--- src/rtl/psum_pkg.sv ---
package psum_pkg;
    typedef enum logic [1:0] {
        ST_IDLE  = 2'd0,
        ST_FETCH = 2'd1,
        ST_DONE  = 2'd2
    } psum_state_e;
endpackage

--- src/rtl/psum_ctrl.sv ---
module psum_ctrl
    import psum_pkg::*;
#(
    parameter int ADDR_W     = 11,
    parameter int PROT_WORDS = 64
) (
    input  logic              clk,
    input  logic              rst_n,
    input  logic              start_i,
    input  logic              prot_i,
    input  logic              rd_valid_i,
    output logic              rd_req_o,
    output logic [ADDR_W-1:0] rd_addr_o,
    output logic              busy_o,
    output logic              done_o,
    output logic              load_o,
    output logic              add_o
);
    localparam logic [ADDR_W-1:0] FULL_LAST = {ADDR_W{1'b1}};
    localparam logic [ADDR_W-1:0] PROT_LAST = ADDR_W'(PROT_WORDS - 1);

    psum_state_e       state_q, state_d;
    logic [ADDR_W-1:0] addr_q;
    logic              prot_q;
    logic              last_hit;

    assign last_hit = (addr_q == (prot_q ? PROT_LAST : FULL_LAST));

    // next state
    always_comb begin
        state_d = state_q;
        unique case (state_q)
            ST_IDLE:  if (start_i) state_d = ST_FETCH;
            ST_FETCH: if (rd_valid_i && last_hit) state_d = ST_DONE;
            ST_DONE:  state_d = ST_IDLE;
            default:  state_d = ST_IDLE;
        endcase
    end

    // state register
    always_ff @(posedge clk or negedge rst_n) begin
        if (!rst_n) state_q <= ST_IDLE;
        else        state_q <= state_d;
    end

    // outputs
    always_comb begin
        load_o   = (state_q == ST_IDLE) && start_i;
        add_o    = (state_q == ST_FETCH) && rd_valid_i;
        rd_req_o = (state_q == ST_FETCH);
        busy_o   = (state_q != ST_IDLE);
        done_o   = (state_q == ST_DONE);
    end

    always_ff @(posedge clk or negedge rst_n) begin
        if (!rst_n) begin
            addr_q <= '0;
            prot_q <= 1'b0;
        end else if (load_o) begin
            addr_q <= '0;
            prot_q <= prot_i;
        end else if (add_o && !last_hit) begin
            addr_q <= addr_q + 1'b1;
        end
    end

    assign rd_addr_o = addr_q;


    req_hold_chk: assert property (@(posedge clk) disable iff (!rst_n)
        rd_req_o && !rd_valid_i |=> rd_req_o && $stable(rd_addr_o));

    addr_step_chk: assert property (@(posedge clk) disable iff (!rst_n)
        add_o && !last_hit |=> rd_addr_o == ADDR_W'($past(rd_addr_o) + 1'b1));

    prot_bound_chk: assert property (@(posedge clk) disable iff (!rst_n)
        rd_req_o && prot_q |-> rd_addr_o <= PROT_LAST);

    done_pulse_chk: assert property (@(posedge clk) disable iff (!rst_n)
        done_o |=> !done_o && !busy_o);

    busy_start_chk: assert property (@(posedge clk) disable iff (!rst_n)
        (state_q == ST_FETCH) && start_i && !rd_valid_i |=>
        (state_q == ST_FETCH) && $stable(rd_addr_o));
endmodule

--- src/rtl/psum_seed.sv ---
module psum_seed #(
    parameter int               WORD_W   = 12,
    parameter int               SUM_W    = 16,
    parameter int               N_ID     = 4,
    parameter logic [WORD_W-1:0] CFG_MASK = 12'h00F,
    parameter logic [SUM_W-1:0]  BIAS     = 16'h0FF0
) (
    input  logic [WORD_W-1:0]      cfg_i,
    input  logic [N_ID*WORD_W-1:0] ids_i,
    input  logic                   prot_i,
    output logic [SUM_W-1:0]       seed_o
);
    localparam logic [WORD_W-1:0] NIB_MASK = WORD_W'(4'hF);

    logic [SUM_W-1:0] term [N_ID];
    logic [SUM_W-1:0] chain [N_ID+1];

    assign chain[0] = '0;

    generate
        for (genvar k = 0; k < N_ID; k++) begin : g_nib
            assign term[k]    = SUM_W'(ids_i[k*WORD_W +: WORD_W] & NIB_MASK)
                                << (SUM_W - 4*(k+1));
            assign chain[k+1] = chain[k] | term[k];
        end
    endgenerate

    assign seed_o = SUM_W'(cfg_i & CFG_MASK) + BIAS
                  + (prot_i ? chain[N_ID] : '0);
endmodule

--- src/rtl/psum_accum.sv ---
module psum_accum #(
    parameter int WORD_W = 12,
    parameter int SUM_W  = 16
) (
    input  logic              clk,
    input  logic              rst_n,
    input  logic              load_i,
    input  logic [SUM_W-1:0]  seed_i,
    input  logic              add_i,
    input  logic [WORD_W-1:0] data_i,
    output logic [SUM_W-1:0]  acc_o
);
    logic [SUM_W-1:0] acc_q;

    always_ff @(posedge clk or negedge rst_n) begin
        if (!rst_n)      acc_q <= '0;
        else if (load_i) acc_q <= seed_i;
        else if (add_i)  acc_q <= acc_q + {{(SUM_W-WORD_W){1'b0}}, data_i};
    end

    assign acc_o = acc_q;


    acc_hold_chk: assert property (@(posedge clk) disable iff (!rst_n)
        !load_i && !add_i |=> $stable(acc_o));
endmodule

--- src/rtl/prog_sum_engine.sv ---
module prog_sum_engine #(
    parameter int ADDR_W     = 11,
    parameter int WORD_W     = 12,
    parameter int SUM_W      = 16,
    parameter int N_ID       = 4,
    parameter int PROT_WORDS = 64,
    parameter int CP_BIT     = 3
) (
    input  logic                   clk,
    input  logic                   rst_n,
    input  logic                   start_i,
    input  logic [WORD_W-1:0]      cfg_word_i,
    input  logic [N_ID*WORD_W-1:0] id_words_i,
    output logic                   rd_req_o,
    output logic [ADDR_W-1:0]      rd_addr_o,
    input  logic                   rd_valid_i,
    input  logic [WORD_W-1:0]      rd_data_i,
    output logic                   busy_o,
    output logic                   done_o,
    output logic [SUM_W-1:0]       sum_o
);
    logic             prot_now;
    logic             load_w, add_w;
    logic [SUM_W-1:0] seed_w;

    assign prot_now = ~cfg_word_i[CP_BIT];

    psum_ctrl #(.ADDR_W(ADDR_W), .PROT_WORDS(PROT_WORDS)) u_ctrl (
        .clk(clk), .rst_n(rst_n), .start_i(start_i), .prot_i(prot_now),
        .rd_valid_i(rd_valid_i), .rd_req_o(rd_req_o), .rd_addr_o(rd_addr_o),
        .busy_o(busy_o), .done_o(done_o), .load_o(load_w), .add_o(add_w)
    );

    psum_seed #(.WORD_W(WORD_W), .SUM_W(SUM_W), .N_ID(N_ID)) u_seed (
        .cfg_i(cfg_word_i), .ids_i(id_words_i), .prot_i(prot_now), .seed_o(seed_w)
    );

    psum_accum #(.WORD_W(WORD_W), .SUM_W(SUM_W)) u_acc (
        .clk(clk), .rst_n(rst_n), .load_i(load_w), .seed_i(seed_w),
        .add_i(add_w), .data_i(rd_data_i), .acc_o(sum_o)
    );


    idle_hold_chk: assert property (@(posedge clk) disable iff (!rst_n)
        !busy_o && !start_i |=> $stable(sum_o));

    busy_rise_chk: assert property (@(posedge clk) disable iff (!rst_n)
        !busy_o && start_i |=> busy_o && rd_req_o && rd_addr_o == '0);
endmodule

--- config.mk ---
export PLATFORM = sky130hd
export DESIGN_NAME = prog_sum_engine
export DESIGN_NICKNAME = d
export VERILOG_FILES = /design/src/rtl/psum_pkg.sv /design/src/rtl/psum_ctrl.sv /design/src/rtl/psum_seed.sv /design/src/rtl/psum_accum.sv /design/src/rtl/prog_sum_engine.sv
export SDC_FILE = /design/constraint.sdc
export NUM_CORES = 1
export LEC_CHECK = 0
export BUFFER_PORTS_ARGS = -buffer_cell sky130_fd_sc_hd__buf_2
export CAP_MARGIN = 15
export CORE_ASPECT_RATIO = 0.75
export CORE_MARGIN = 5
export CORE_UTILIZATION = 48
export CTS_CLUSTER_SIZE = 14
export DETAILED_ROUTE_END_ITERATION = 12
export GPL_TIMING_DRIVEN = 0
export PLACE_DENSITY = 0.77
export SLEW_MARGIN = 20
export SYNTH_ARGS = -nofsm -noshare
export SYNTH_HDL_FRONTEND = slang
export SYNTH_SLANG_ARGS = --single-unit
--- constraint.sdc ---
create_clock -name clk -period 2.87 [get_ports clk]
set_clock_uncertainty 0.1 [all_clocks]
set_input_delay 0.1435 -clock clk [delete_from_list [all_inputs] [get_ports clk]]
set_output_delay 0.1435 -clock clk [all_outputs]
set_load 0.005 [all_outputs]
Word level (Yosys, flattened, before mapping) --
Cells that the tools add are included.
Word-level totals: input port bits 76, logic and storage cells 36, flip-flop bits (word level) 30, output and inout bits 30
Operators by class: reductions and logical operators 10, bitwise gates (word level) 4, add/subtract/negate cells 4, muxes and demuxes 9, equality and inequality tests 5
Operators by type and width (count):
- $mux W16 | 3
- $mux W11 | 3
- $add A13 B16 Y16 | 1
- $add A16 B12 Y16 | 1
- $or A16 B12 Y16 | 1
- $or A16 B4 Y16 | 1
- $or A16 B8 Y16 | 1
- $add A4 B12 Y13 const B | 1
- $add A11 B1 Y11 const B | 1
- $eq A11 B11 Y1 | 1
- $reduce_bool A2 Y1 | 3
- $logic_and A1 B1 Y1 | 4
- $mux W2 | 2
- $pmux W2 S2 | 1
- $eq A2 B1 Y1 const B | 1
- $eq A2 B2 Y1 const B | 1
- $logic_not A2 Y1 | 1
- $ne A2 B1 Y1 const B | 1
- $ne A2 B2 Y1 const B | 1
- $reduce_and A2 Y1 | 1
- $logic_not A1 Y1 | 1
- $not A1 Y1 | 1

Depth between registers and ports, before layout --
depth after elaboration 6, gate-level depth with buffers 11, depth with buffers taken out 9

Hierarchy --
From an unflattened synthesis, not the netlist that was laid out.
Unflattened totals: cells, all modules 313, area, all modules 2692.6 um2
Modules (own cells, without submodules):
- psum_accum | instances 1, area an instance 1272.5 um2, cells an instance 143, seq. area each 400.4 um2
- psum_ctrl | instances 1, area an instance 885.8 um2, cells an instance 91, seq. area each 350.3 um2
- psum_seed | instances 1, area an instance 530.5 um2, cells an instance 78, seq. area each 0.0 um2
- prog_sum_engine | instances 1, area an instance 3.8 um2, cells an instance 1, seq. area each 0.0 um2

Least setup slack after synthesis --
Ideal clock, no wire load.
path kind input to register, start in cfg_word_i[3], end reg u_acc.acc_q[8], in the netlist u_acc.acc_o[8], path buffers 2, setup time 137 ps, arrival time 2248 ps, data required time 2633 ps, stages on the path 11, setup slack 385 ps, cells stage by stage clkbuf_1 clkbuf_1 nor2b_1 ha_1 fa_1 a21oi_1 nor2_1 o311ai_0 o21ai_0 o22ai_1 a21oi_1
On the way: cells in the longest elaborated chain, start to end 3, elaborated cells on any way between the ends 4, those cells by class 2 x add/sub; 2 x mux
RTL lines:
- start: declaration | line prog_sum_engine.sv:12 | input logic [WORD_W-1:0] cfg_word_i,
- $add A4 B12 Y13 or $mux W16 (tied branches) | line psum_seed.sv:28, psum_seed.sv:29
- $add A13 B16 Y16 (*) | line psum_seed.sv:29 | + (prot_i ? chain[N_ID] : '0);
- $mux W16 (*) | line psum_accum.sv:17 | else if (load_i) acc_q <= seed_i;
- end signal: assignment | line psum_accum.sv:17
- end signal: assignment | line psum_accum.sv:18 | else if (add_i) acc_q <= acc_q + {{(SUM_W-WORD_W){1'b0}}, data_i};
- end: declaration | line psum_accum.sv:13 | logic [SUM_W-1:0] acc_q;
Every way passes the cells marked *; elsewhere a longest branch is shown, timed or not. A chain may end at the register's enable or synchronous reset.

Worst setup path in the final report --
start in cfg_word_i[3], end reg u_acc.acc_q[6], in the netlist u_acc.acc_o[6]
The elaborated chain is that of the path after synthesis.

==> impl_results.md <==
- Unique cell type count in the Yosys netlist: a little under 50
- Die width: just over 90 µm
- Vias: between 2k and 2.5k
- Ys Warns: 0
- Worst Slack Setup Final: ~0.19 ns
- DRT Wirelength: around 6.5 mm
- Max_slew headroom: between 50% and 60%
- N_diodes: 0
- Static Leak: approximately 1.4 nW
- CP arrival: ~2.7 ns
- Largest net degree at the start of global routing: 31
- Clk sinks: 30
- Area grow syn2layout: 20.38%
- H-tree depth: 2
- Tot GR Track Use: about a fifth
- Iter 0 DRT Violations: between 150 and 200
- CTS tree: yes
- Synth Net Count: between 300 and 400
- CP max stage cell: fa_1
- Max cap viols: 0
- Power, Total: between 2 and 2.5 mW
- Initial Util: 49.87%
- Total grt overflow: 0
- Vias in the first global route: 2317
- Pwr dens: approximately 800 nW/µm²
- Vias/cell: around 5.8
- CP required: slightly below 3 ns
- # DRC: 0
- Seq/Total Area, Yosys: a little over 30%
- Worst skew pair latency: roughly 0.28 ns
- Sequential power share: between 30% and 40%
- Final GP Congestion: 0.8775
- Dominant synthesized flop cell: dfrtp_1
- Fin crit period: between 2 and 3 ns
- Final period util: 93.51%
- Share of layout cells above drive strength 1: 21.53%
- Final cell area excluding filler cells: 2942 µm²
- Internal power: around 1.3 mW
- Antenna Nets Post-Route: 0
- Actual slew at the worst max-slew pin: 0.6993 ns
- CTS Buffer Depth: 2
- Die Y: 71.79 µm
- Rows: 22
- Full die area: 6632 µm²
- Unrepaired setup endpoints after global routing: false
- Peak supply drop: 0.0003240 V
- Hold Fails Final Rpt: 0
- Initial antenna violation count: 0
- CP startpoint kind: input pin
- Seq cells post-synth: 30
- Fraction of registers with async set/reset: 100.0%
- Worst min path class: in2reg
- Finish-stage setup viols: 0
- Layout net count: 460
- Filler cells: 468
- Clock power share: between 10% and 20%
- Io pins: 106
- Max stage delay on crit path: around 0.41 ns
- Max frequency: around 0.37 GHz
- Place WS: -0.1695 ns
- Root Driver: clkbuf_8
- Post-DP HPWL: ~5 mm
- Crit end category: flop
- Number of synthesized flops with an enable pin: 0
- Sw Pwr: 962.8 µW
- Worst-path fanout max: 10
- Final core utilization: roughly three fifths
- Setup CP Type: in2reg
- Gate count of the mapped netlist: 294
- Core area: 4900 µm²
- Power share of the combinational group: 52.6%
- Pre-antenna DRT Iters: 4
- Mapped Avg Cell Area: 8.312 µm²
- Critical-path cell list: clkbuf_1 -> clkbuf_2 -> nor2b_1 -> ha_1 -> fa_1 -> a21oi_1 -> nor2_1 -> o311ai_0 -> a21oi_1 -> a31oi_1 -> o21ai_0
- Switching share of power: 41.75%
- Port bufs: 64
- Mapped cell area: 2444 µm²
- CTS buffer count: 5
- DR WL/cell: 15.30 µm
- Status: finished, final reports clean
- Most used cell, CP: a21oi_1
- DP Area: 2839 µm²
- Clock slew at reported path FFs: about 0.070 ns
- First-pass GRT wire length: roughly 11 mm
- Fin. max-slew vios: 0
[power by group through the flow]
stage | clock network (mW) | logic, mW | registers [mW]
2_1_floorplan | 0 | 0.834 | 0.725
3_3_place_gp | 0 | 1.17 | 0.734
3_5_place_dp | 0 | 1.20 | 0.743
4_1_cts | 0.362 | 1.21 | 0.736
5_1_grt | 0.385 | 1.37 | 0.763
6_report | 0.357 | 1.21 | 0.737
[registers in the layout, indices dropped and copies added, names as in the netlist]
signal,count
u_acc.acc_o,16
u_ctrl.rd_addr_o,11
u_ctrl.state_q,2
u_ctrl.prot_q,1
[metrics by stage]
step / cells / TNS (ns) / hold slack (ns)
floorplan: 294 / 0 / -0.2521
global placement: 418 / -0.1744 / 0.1254
detailed placement: 418 / -0.2380 / 0.1356
CTS: 427 / 0 / 0.1050
global route: 427 / 0 / 0.1012
finish: 427 / 0 / 0.1057
[placed cells by master (no fill, tap or decap), drive strengths merged, types with 5 or more instances in the layout]
cell type,netlist,final
a21oi,23,23
a21o,6,6
o211ai,5,5
buf,0,64
o21ai,22,22
o21a,5,5
xnor2,14,14
o22ai,8,8
nor3,6,6
a211oi,5,5
ha,16,16
xor2,11,11
nand3,8,8
nand2,30,30
nor2,30,30
clkbuf,9,16
dfrtp,30,30
inv,10,10
[final cells by class]
cell class / instances / area [µm²] / share of cell area (%)
Multi-Input combinational cell: 245 / 1622 / 55.13
Timing Repair Buffer: 65 / 330.3 / 11.23
Clock buffer: 7 / 86.33 / 2.935
Tap cell: 60 / 75.07 / 2.552
Clock inverter: 1 / 5.005 / 0.1701
Sequential cell: 30 / 750.7 / 25.52
Buffer: 9 / 35.03 / 1.191
Inverter: 10 / 37.54 / 1.276
[final timing paths]
| kind | cells after the start | end | slack (ns) | from |
|---|---|---|---|---|
| max reg2reg | 8 | u_acc.acc_o[10] | 0.34 | u_acc.acc_o[0] |
| min | 3 | u_acc.acc_o[15] | 0.11 | id_words_i[3] |
| min reg2reg | 1 | u_ctrl.rd_addr_o[5] | 0.41 | u_ctrl.rd_addr_o[5] |
| max in group asynchronous | 2 | u_ctrl.rd_addr_o[5] | 1.87 | rst_n |
| max | 11 | u_acc.acc_o[6] | 0.19 | cfg_word_i[3] |
| min in group asynchronous | 2 | u_acc.acc_o[12] | 0.35 | rst_n |
[cell families (layout without fill, tap and decap cells)]
family          after synthesis  count (layout)  share of synthesized area [%]
simple gates                104             104                          21.56
compound gates               96              96                          25.14
flops                        30              30                          30.72
xor+xnor                     25              25                          8.961
buf+inv                      19              92                          2.919
fa+ha+maj                    18              18                          9.831
mux                           2               2                         0.8704
[what timing repair did]
action                                  in CTS  in global routing
gates resized for setup                      0                  2
hold buffers                                 1                  0
endpoints found under the setup margin       0                  2
hold endpoints to repair                    30                  0
setup buffers                                0                  0
[critical path: cells and delay by family]
kind,cells,cell delay [ns]
fa+ha+maj,2,0.64
simple gates,2,0.26
buf+inv,2,0.56
compound gates,5,1.13
[layer usage]
metal	up-vias	GRT usage (%)	wire [µm]	part of all wire (%)
met5	-	0	0	0
met4	0	4.942	49	0.75
met3	4	3.358	427	6.5
met2	79	31.67	2841	43
met1	1153	29.42	3216	49
li1	1220	-	-	-
[synth_stat cells, types with 6 or more instances]
master | count | area (µm²)
a21o_1 | 6 | 45.04
a21oi_1 | 23 | 115.1
clkbuf_1 | 9 | 33.78
dfrtp_1 | 30 | 750.7
ha_1 | 16 | 200.2
inv_1 | 10 | 37.54
nand2_1 | 30 | 112.6
nand3_1 | 8 | 40.04
nor2_1 | 30 | 112.6
nor3_1 | 6 | 30.03
o21ai_0 | 21 | 105.1
o22ai_1 | 8 | 50.05
xnor2_1 | 14 | 122.6
xor2_1 | 11 | 96.34
Note: power is estimated with default switching activity, not from simulation.
